**src/rtl/mt_pkg.sv**
```systemverilog
package mt_pkg;
   localparam int NCH      = 8;
   localparam int FIRST_CH = 4;
   localparam int CTRL_W   = 10;

   localparam int B_CLR  = 3;
   localparam int B_PER  = 6;
   localparam int B_OWN  = 7;
   localparam int B_HALT = 8;
   localparam int B_SNAP = 9;

   localparam logic [2:0] G_CNT = 3'b010;
   localparam logic [2:0] G_MAT = 3'b100;
   localparam logic [2:0] G_CTL = 3'b110;
   localparam logic [7:0] A_SNAP = 8'h20;
   localparam logic [7:0] A_IEN  = 8'h24;
   localparam logic [7:0] A_STAT = 8'h28;

   // index 0..7 maps to channel 4..11; returns index of the group leader
   function automatic int leader_of(input int idx);
      if (idx < 4) return 0;
      else if (idx < 6) return 4;
      else return 6;
   endfunction
endpackage

```
**src/rtl/mt_rate_sel.sv**
```systemverilog
module mt_rate_sel #(
   parameter int NSRC = 5,
   parameter bit LEAD = 1'b1
) (
   input  logic [2:0]      code,
   input  logic            own,
   input  logic            halt,
   input  logic [NSRC-1:0] stb,
   output logic            adv
);
   logic use_rate;
   assign use_rate = LEAD ? 1'b1 : own;

   always_comb begin
      adv = 1'b0;
      for (int k = 0; k < NSRC; k++) begin
         if (int'(code) == k + 1) adv = stb[k];
      end
      if (!use_rate || halt) adv = 1'b0;
   end
endmodule

```
**src/rtl/mt_counter.sv**
```systemverilog
module mt_counter #(
   parameter int W = 32
) (
   input  logic         clk,
   input  logic         rst_n,
   input  logic         load,
   input  logic [W-1:0] load_val,
   input  logic         clr,
   input  logic         adv,
   output logic [W-1:0] cnt
);
   always_ff @(posedge clk) begin
      if (!rst_n)    cnt <= '0;
      else if (load) cnt <= load_val;
      else if (clr)  cnt <= '0;
      else if (adv)  cnt <= cnt + W'(1);
   end
endmodule

```
**src/rtl/mt_match.sv**
```systemverilog
module mt_match #(
   parameter int W = 32
) (
   input  logic         clk,
   input  logic         rst_n,
   input  logic [W-1:0] sel_cnt,
   input  logic         sel_adv,
   input  logic         sel_load,
   input  logic [W-1:0] match_val,
   input  logic         rearm,
   input  logic         periodic,
   output logic         hit,
   output logic         armed
);
   assign hit = armed && sel_adv && !sel_load && ((sel_cnt + W'(1)) == match_val);

   always_ff @(posedge clk) begin
      if (!rst_n)                armed <= 1'b1;
      else if (rearm)            armed <= 1'b1;
      else if (hit && !periodic) armed <= 1'b0;
   end
endmodule

```
**src/rtl/match_timer_bank.sv**
```systemverilog
module match_timer_bank #(
   parameter int CNT_W   = 32,
   parameter int DATA_W  = 32,
   parameter int ADDR_W  = 8,
   parameter int NSRC    = 5,
   parameter bit SNAP_EN = 1'b1
) (
   input  logic              clk,
   input  logic              rst_n,
   input  logic              bus_wr,
   input  logic              bus_rd,
   input  logic [ADDR_W-1:0] bus_addr,
   input  logic [DATA_W-1:0] bus_wdata,
   output logic [DATA_W-1:0] bus_rdata,
   input  logic [NSRC-1:0]   rate_stb,
   output logic              irq_o
);
   import mt_pkg::*;

   localparam int BIT_LO = FIRST_CH;
   localparam int BIT_HI = FIRST_CH + NCH - 1;

   if (CNT_W < 2 || CNT_W > DATA_W) begin : g_bad_cnt_w
      $error("CNT_W must lie in 2..DATA_W");
   end
   if (DATA_W < BIT_HI + 1) begin : g_bad_data_w
      $error("DATA_W too narrow for status bits");
   end
   if (ADDR_W < 8) begin : g_bad_addr_w
      $error("ADDR_W must be at least 8");
   end
   if (NSRC < 1 || NSRC > 5) begin : g_bad_nsrc
      $error("NSRC must lie in 1..5");
   end

   // decode
   logic       addr_ok;
   logic [2:0] grp;
   logic [2:0] chs;
   assign addr_ok = (bus_addr[1:0] == 2'b00) && ((bus_addr >> 8) == '0);
   assign grp     = bus_addr[7:5];
   assign chs     = bus_addr[4:2];

   logic wr_ien, wr_stat;
   assign wr_ien  = bus_wr && addr_ok && (bus_addr[7:0] == A_IEN);
   assign wr_stat = bus_wr && addr_ok && (bus_addr[7:0] == A_STAT);

   logic [NCH-1:0]     wr_cnt, wr_mat, wr_ctl, rd_cnt;
   logic [NCH-1:0]     adv, hit, clr, rearm, armed;
   logic [CNT_W-1:0]   cnt_q  [NCH];
   logic [CNT_W-1:0]   mat_q  [NCH];
   logic [CTRL_W-1:0]  ctrl_q [NCH];
   logic [NCH-1:0]     ien_q, stat_q, stat_clr;
   logic [CNT_W-1:0]   snap_q;
   logic [DATA_W-1:0]  rd_val;

   for (genvar i = 0; i < NCH; i++) begin : g_ch
      localparam int L    = leader_of(i);
      localparam bit LEAD = (L == i);

      logic [CTRL_W-1:0] ctl_r;
      logic [CNT_W-1:0]  mat_r;
      logic              halt;
      logic [CNT_W-1:0]  s_cnt;
      logic              s_adv, s_ld;

      assign wr_cnt[i] = bus_wr && addr_ok && (grp == G_CNT) && (chs == 3'(i));
      assign wr_mat[i] = bus_wr && addr_ok && (grp == G_MAT) && (chs == 3'(i));
      assign wr_ctl[i] = bus_wr && addr_ok && (grp == G_CTL) && (chs == 3'(i));
      assign rd_cnt[i] = bus_rd && addr_ok && (grp == G_CNT) && (chs == 3'(i));
      assign rearm[i]  = wr_mat[i] || wr_ctl[i];

      // control width variant: wide channels keep halt and snapshot bits
      if (i >= 4) begin : g_wide
         always_ff @(posedge clk) begin
            if (!rst_n)         ctl_r <= '0;
            else if (wr_ctl[i]) ctl_r <= bus_wdata[CTRL_W-1:0];
         end
         assign halt = ctl_r[B_HALT];
      end else begin : g_narrow
         always_ff @(posedge clk) begin
            if (!rst_n)         ctl_r <= '0;
            else if (wr_ctl[i]) ctl_r <= {2'b00, bus_wdata[7:0]};
         end
         assign halt = 1'b0;
      end
      assign ctrl_q[i] = ctl_r;

      always_ff @(posedge clk) begin
         if (!rst_n)         mat_r <= '0;
         else if (wr_mat[i]) mat_r <= bus_wdata[CNT_W-1:0];
      end
      assign mat_q[i] = mat_r;

      mt_rate_sel #(.NSRC(NSRC), .LEAD(LEAD)) u_rate (
         .code (ctl_r[2:0]),
         .own  (ctl_r[B_OWN]),
         .halt (halt),
         .stb  (rate_stb),
         .adv  (adv[i])
      );

      mt_counter #(.W(CNT_W)) u_cnt (
         .clk      (clk),
         .rst_n    (rst_n),
         .load     (wr_cnt[i]),
         .load_val (bus_wdata[CNT_W-1:0]),
         .clr      (clr[i]),
         .adv      (adv[i]),
         .cnt      (cnt_q[i])
      );

      // pick the counter this channel compares against
      if (LEAD) begin : g_lead
         assign s_cnt = cnt_q[i];
         assign s_adv = adv[i];
         assign s_ld  = wr_cnt[i];
      end else begin : g_follow
         assign s_cnt = ctl_r[B_OWN] ? cnt_q[i]  : cnt_q[L];
         assign s_adv = ctl_r[B_OWN] ? adv[i]    : adv[L];
         assign s_ld  = ctl_r[B_OWN] ? wr_cnt[i] : wr_cnt[L];
      end

      mt_match #(.W(CNT_W)) u_match (
         .clk       (clk),
         .rst_n     (rst_n),
         .sel_cnt   (s_cnt),
         .sel_adv   (s_adv),
         .sel_load  (s_ld),
         .match_val (mat_r),
         .rearm     (rearm[i]),
         .periodic  (ctl_r[B_PER]),
         .hit       (hit[i]),
         .armed     (armed[i])
      );

      assign clr[i] = hit[i] && ctl_r[B_CLR];
   end

   // enable and status
   assign stat_clr = wr_stat ? bus_wdata[BIT_HI:BIT_LO] : '0;

   always_ff @(posedge clk) begin
      if (!rst_n) begin
         ien_q  <= '0;
         stat_q <= '0;
      end else begin
         if (wr_ien) ien_q <= bus_wdata[BIT_HI:BIT_LO];
         stat_q <= (stat_q & ~stat_clr) | (hit & ien_q);
      end
   end

   assign irq_o = |stat_q;

   // snapshot of a leader counter on a follower counter read
   if (SNAP_EN) begin : g_snap
      always_ff @(posedge clk) begin
         if (!rst_n)
            snap_q <= '0;
         else if (rd_cnt[5] && ctrl_q[5][B_SNAP])
            snap_q <= cnt_q[4];
         else if (rd_cnt[7] && ctrl_q[7][B_SNAP])
            snap_q <= cnt_q[6];
      end
   end else begin : g_nosnap
      assign snap_q = '0;
   end

   // read path
   always_comb begin
      rd_val = '0;
      if (addr_ok) begin
         if (grp == G_CNT)                   rd_val = DATA_W'(cnt_q[chs]);
         else if (grp == G_MAT)              rd_val = DATA_W'(mat_q[chs]);
         else if (grp == G_CTL)              rd_val = DATA_W'(ctrl_q[chs]);
         else if (bus_addr[7:0] == A_SNAP)   rd_val = DATA_W'(snap_q);
         else if (bus_addr[7:0] == A_IEN)    rd_val = DATA_W'({ien_q, 4'b0000});
         else if (bus_addr[7:0] == A_STAT)   rd_val = DATA_W'({stat_q, 4'b0000});
      end
   end

   always_ff @(posedge clk) begin
      if (!rst_n)      bus_rdata <= '0;
      else if (bus_rd) bus_rdata <= rd_val;
   end
endmodule

```
**config.mk**
```make
export PLATFORM = sky130hd
export DESIGN_NAME = match_timer_bank
export DESIGN_NICKNAME = d
export VERILOG_FILES = /design/src/rtl/mt_pkg.sv /design/src/rtl/mt_rate_sel.sv /design/src/rtl/mt_counter.sv /design/src/rtl/mt_match.sv /design/src/rtl/match_timer_bank.sv
export SDC_FILE = /design/constraint.sdc
export NUM_CORES = 2
export LEC_CHECK = 0
export ABC_AREA = 1
export BUFFER_PORTS_ARGS = -buffer_cell sky130_fd_sc_hd__buf_2
export CORE_AREA = 2 2 350 490
export DETAILED_ROUTE_END_ITERATION = 6
export DIE_AREA = 0 0 352 492
export SETUP_SLACK_MARGIN = 0.2
export SLEW_MARGIN = 15
export SYNTH_ARGS = -nofsm -noshare
export SYNTH_HDL_FRONTEND = slang
export SYNTH_SLANG_ARGS = --single-unit
```
**constraint.sdc**
```tcl
create_clock -name clk -period 2.75 [get_ports clk]
set_input_delay 0.6875 -clock clk [delete_from_list [all_inputs] [get_ports clk]]
set_output_delay 0.6875 -clock clk [all_outputs]
set_load 0.005 [all_outputs]
```
-- Word level (Yosys, flattened, before mapping)
Cells that the tools add are included.
- bits in registers: 672
- input port bits: 49
- output and inout port bits: 33
- $add $sub $neg: 13
- magnitude comparators: 1
- equal/unequal tests: 61
- mux-type cells: 105
- bitwise operators: 6
- reduce and logical (&&, ||, !) cells: 124
- operators with widths (cell ; number):
    two-way mux 32 bit ; 40
    adder 32 x 1 -> 32 bit (second input constant) ; 13
    == test 32 bit ; 8
    binary-select mux 32 bit (select 3 bit) ; 2
    == test 3 bit (second input constant) ; 38
    logical AND 1 bit ; 76
    two-way mux 1 bit ; 57
    == test 3 x 2 -> 1 bit (second input constant) ; 11
    binary-select mux 10 bit (select 3 bit) ; 1
    == test 8 x 6 -> 1 bit (second input constant) ; 3
    two-way mux 12 bit ; 2
    nonzero test 3 bit ; 8
    two-way mux 10 bit ; 2
    zero test 1 bit ; 18
    bitwise AND 8 bit ; 2
    OR reduction 2 bit ; 8
    logical OR 1 bit ; 10
    two-way mux 8 bit ; 1
    inverter 8 bit ; 1
    bitwise OR 8 bit ; 1
    OR reduction 8 bit ; 1
    greater-or-equal comparator 4 bit (second input constant) ; 1
    inverter 3 -> 4 bit ; 1
    == test 3 x 1 -> 1 bit (second input constant) ; 1
    4 further kinds ; 4

-- Logic depth before layout (Yosys ltp)
- depth in word-level cells: 14
- gate-level depth with buffers: 24
- depth with buffers taken out: 22

-- Hierarchy
A second synthesis with hierarchy kept.
- cells, all modules: 9385
- area, all modules: 53820.4 µm²
- by module, submodules not included (module ; times used ; cells an instance ; area an instance (µm²) ; seq. area each (µm²)):
    match_timer_bank ; 1 ; 3383 ; 21533.2 ; 8167.8
    mt_counter ; 8 ; 374 ; 2234.6 ; 640.6
    mt_match ; 8 ; 360 ; 1729.2 ; 20.0
    mt_rate_sel (g_ch[1].u_rate ...) ; 5 ; 17 ; 72.6 ; 0.0
    mt_rate_sel (g_ch[0].u_rate ...) ; 3 ; 15 ; 71.3 ; 0.0

-- Worst setup path before layout
Ideal clock, no wire load.
- path type: reg2reg
- start: register g_ch[2].ctl_r[7]
- end: register g_ch[2].u_cnt.cnt[11]
- arrival: 2825 ps
- required time: 2638 ps
- slack: -187 ps
- stages on the path, launching flop included: 24
- buffers on the path: 4
- period minus slack after synthesis: 2937 ps
- cell sequence: dfxtp_1 buf_4 buf_4 o21ai_0 ha_1 nand2_1 nor2_2 nand2_1 nor2_1 nand2_1 nand2_1 nand2_1 nand2_1 nand2_1 nor2_1 nand3_1 nor2_2 nand3_1 buf_6 buf_6 nand2_1 nand2_1 nor2_1 nor2_1
- word-level cells in the longest chain between the ends: 8
- elaborated cells between the ends (all ways): 14
- RTL lines (item ; line ; RTL):
    start: declaration ; match_timer_bank.sv:61 ; logic [CTRL_W-1:0] ctl_r;
    start signal: assignment ; match_timer_bank.sv:83 ; else if (wr_ctl[i]) ctl_r <= {2'b00, bus_wdata[7:0]};
    branches (longest 8 deep; another with adder 32 x 1 -> 32 bit) ; -- ;
    end signal: assignment ; mt_counter.sv:14 ; else if (load) cnt <= load_val;
    end signal: assignment ; mt_counter.sv:16 ; else if (adv) cnt <= cnt + W'(1);
    end: declaration ; mt_counter.sv:10 ; output logic [W-1:0] cnt
Several ways; the timed one is not identified.
A chain may end at the register's enable or synchronous reset.

-- Worst setup path after layout
- start: register g_ch[2].ctl_r[7]
- end: register g_ch[2].u_cnt.cnt[26]
Same word-level chain as after synthesis.

==> metrics.txt <==
result of the run finished, violations left; violations in the final reports setup timing; Data required, critical path 3.36 ns; number of distinct library cell variants in the gate-level netlist after synthesis 55; maximum ir drop on the vdd rail 0.4074 mV; post-synthesis adder-cell area fraction 0.3233%; power density over cell area 332.3 nW/µm²; hold-critical path depth 3; layout cells sized above 1 28.20%; DIE AREA 173200 µm²; share of synthesized flip-flops with an asynchronous set or reset 0%; worst max-slew margin expressed relative to the limit 33.80%; number of cells on the worst reg-to-reg path 24; Initial Util 29.76%; Die Span Y 492 µm; number of DRC markers in iteration 0 7448; biggest area consumer among synthesized cells dfxtp_1; final worst-path setup slack -0.7809 ns; CP endpoint kind flop; Crit Path Max Fanout 8; synthesized instance count 8555; CP Launch Type flop; Post-synth EDFFs 0; mean cell area of the mapped netlist 5.882 µm²; Clk Tree Root Cell clkbuf_16; first drt pass iteration count 7; number of global-route vias before repair 65130; aggregate global routing overflow 0; number of buffers inserted by port buffering 81; Placer Congestion 1.081; number of antenna violations at the first check in global routing 19; final critical-path required period 3.531 ns; width of the chip 352 µm; Synthesis Warnings 0; register bit count reported by yosys 672; cell total after placement 12120; R2R Path Start g_ch[2].ctl_r[7]$_SDFFE_PN0P_; final setup skew 0.04954 ns; R2R setup slack -0.78 ns; final standard cell count with taps included and fillers excluded 12430; largest net degree at the start of global routing 108; number of setup violations in the final report 275; Worst-path clk slew 0.07 ns; total detailed-routing wirelength 347000 µm; CTS Buffer Depth 3; Seq/Total Area, Yosys 26.74%; Total Nets Final 10150; setup repair after global routing missed its margin true; simple-gate portion of the synthesized area 36.84%; Fin. Hold Viols 0; # H-tree levels 3; worst min path class primary input to flop; Mapped Nets 8617; signed area change from the synthesized netlist to the final layout 47.21%; standard cell core area 169100 µm²; post-DR vias/cell 5.523; worst-margin pin slew 0.9930 ns; leak pwr 33.78 nW; worst path arrival time 4.14 ns; area fraction in compound gates after synthesis 19.61%; number of buffers added by the clock tree synthesis step 82; Top-Level Pins 82; wire length of the first global-routing pass 473200 µm; source-to-sink clock delay at the later pin of the worst-skew pair 0.76 ns; critical setup path kind flop to flop; f_max 283.2 MHz; Detail Placement HPWL 266600 µm; final routed wire length divided by cell count 27.92 µm; top cells by area in the synthesized netlist dfxtp_1, nand2_1, nor2_1, o21ai_0, inv_1; commonest register cell after synthesis dfxtp_1; worst hold slack 0.2584 ns; area fraction of the dominant cell type after synthesis 26.74%; CTS tree built; Endpoint, Worst Hold g_ch[6].mat_r[24]$_SDFFE_PN0P_; total number of clock tree sinks 672; Syn Std Cell Area 50320 µm²; count of final max-slew check failures 0; number of placement rows 179; global-route total usage across every layer 38.16%; final period utilization 128.4%; routed via count 68640; antenna-violating nets left 0; mux cell area share after synthesis 0%; post-synthesis xor/xnor area fraction 5.575%; drt drc 0; capturing point of the worst reg2reg path g_ch[2].u_cnt.cnt[26]$_SDFFE_PN0P_; combinational family with the most area after synthesis simple AND/OR/NAND/NOR gates; min-delay src bus_wdata[24]; max-cap viol count 0
-- routing by layer --
layer | share of wire, % | vias to the layer above | track usage (%)
met5 | 0.019 | - | 0
met4 | 12 | 10 | 36.35
met3 | 8.0 | 1311 | 6.799
met2 | 46 | 3774 | 63.23
met1 | 34 | 32310 | 40.93
li1 | - | 31230 | -
-- worst max-delay path by stage --
stage                                              from                                  to  slack, ns  depth (start not counted)
after floorplan           g_ch[3].ctl_r[7]$_SDFFE_PN0P_  g_ch[3].u_cnt.cnt[10]$_SDFFE_PN0P_       0.07                         24
after global placement                      bus_addr[1]  g_ch[6].u_cnt.cnt[26]$_SDFFE_PN0P_      -2.13                         18
after detailed placement                    bus_addr[1]  g_ch[6].u_cnt.cnt[21]$_SDFFE_PN0P_      -2.17                         18
after CTS                 g_ch[7].ctl_r[7]$_SDFFE_PN0P_   g_ch[7].u_cnt.cnt[2]$_SDFFE_PN0P_      -0.60                         22
after global routing      g_ch[7].ctl_r[7]$_SDFFE_PN0P_   g_ch[7].u_cnt.cnt[2]$_SDFFE_PN0P_      -0.87                         25
final                     g_ch[2].ctl_r[7]$_SDFFE_PN0P_  g_ch[2].u_cnt.cnt[26]$_SDFFE_PN0P_      -0.78                         24
-- where the power goes --
group,switching [W],internal [W]
sequential,0.0000471,0.00975
clock,0.00523,0.00693
combinational,0.00190,0.000749
-- final cells by class --
class                           instances  area (µm²)
Antenna cell                           14       35.03
Sequential cell                       672       13510
Tap cell                             2262        2830
Clock buffer                          113        2321
Fill cell                           17800       95020
Clock inverter                         32       480.5
Timing Repair Buffer                 1964       17310
Inverter                              848        3214
Multi-Input combinational cell       6522       34380
-- flip-flops by register name, indices dropped and copies added, names as in the netlist --
name / count
g_ch.u_match.armed: 8
snap_q: 32
g_ch.mat_r: 256
bus_rdata: 32
g_ch.ctl_r: 72
ien_q: 8
stat_q: 8
g_ch.u_cnt.cnt: 256
-- logic make-up (layout without fill, tap and decap cells) --
| logic type | count (synthesis) | in the layout |
|---|---|---|
| AOI/OAI and AO/OA | 1794 | 1794 |
| buffers and inverters | 1362 | 2957 |
| adders and majority gates | 13 | 13 |
| xor gates and xnor gates | 306 | 306 |
| and+or+nand+nor | 4408 | 4409 |
| DFF | 672 | 672 |
| other | 0 | 14 |
-- cells in the mapped netlist (5+ instances only) --
cell type / count
a21oi_1: 604
a221oi_1: 16
and3_1: 5
buf_1: 44
buf_2: 51
buf_4: 22
buf_6: 30
clkbuf_1: 362
clkbuf_2: 5
clkinv_1: 15
dfxtp_1: 672
ha_1: 13
inv_1: 819
inv_2: 14
nand2_1: 2375
nand2_2: 7
nand3_1: 455
nand3_2: 5
nand3b_1: 39
nand4_1: 266
nor2_1: 997
nor2_2: 48
nor2_4: 9
nor3_1: 145
nor3b_1: 5
nor4_1: 19
o2111ai_1: 31
o211ai_1: 60
o21ai_0: 693
o21ai_1: 77
o21ai_2: 19
o21bai_1: 15
o221ai_1: 11
o22ai_1: 225
o311ai_0: 21
or2_2: 25
xnor2_1: 39
xnor3_1: 8
xor2_1: 258
-- critical path: stages, from the launching register on --
cell	delay (ns)
dfxtp_4	0.46
buf_12	0.21
nand2_4	0.07
nand2_4	0.08
buf_6	0.10
nand2_1	0.04
nor2_1	0.09
buf_4	0.17
nand2_2	0.07
buf_8	0.15
nor2_4	0.16
buf_6	0.15
nand3_2	0.08
xor2_1	0.16
clkinv_1	0.09
nor2_1	0.12
nand2_2	0.20
nor2_4	0.20
nand3_4	0.15
buf_12	0.21
clkbuf_16	0.17
nand2_1	0.06
nand2_1	0.04
nor2_1	0.09
nor2_1	0.04
-- metrics by stage --
| stage | total power (W) | setup slack (ns) | area, µm² | util, % | TNS, ns |
|---|---|---|---|---|---|
| 2_1_floorplan | 0.01095 | 0.07378 | 50630 | - | 0 |
| 3_3_place_gp | 0.01248 | -2.127 | 66120 | 39.11 | -374.27 |
| 3_5_place_dp | 0.01248 | -2.169 | 66120 | 39.11 | -387.84 |
| 4_1_cts | 0.02450 | -0.5978 | 71750 | 42.43 | -115.28 |
| 5_1_grt | 0.02502 | -0.8666 | 74050 | 43.79 | -174.37 |
| 6_report | 0.02462 | -0.7809 | 74070 | 43.81 | -139.63 |
-- layout by cell type, fill, tap and decap left out, drive strengths merged, types with 7 or more instances in the layout --
cell / n
o211ai: 60
bufinv: 11
nor2: 1055
inv: 835
o2111ai: 31
clkbuf: 134
dfxtp: 672
clkinvlp: 7
ha: 13
nand4: 267
xor2: 258
nor4: 19
o21ai: 789
clkinv: 27
a21oi: 604
xnor3: 8
nor3: 146
nand2: 2382
buf: 1943
nand3: 461
nand3b: 39
a221oi: 16
diode: 14
xnor2: 39
o311ai: 21
o22ai: 225
or2: 25
o221ai: 11
o21bai: 15
-- what timing repair did --
item                       4_1_cts  5_1_grt
resized for setup              522      384
buffers inserted                61       43
hold buffers                     0        0
pin swaps                      113      107
setup endpoints to repair      278      315
gates cloned                    17       23
Power figures use the tool's default switching activity.
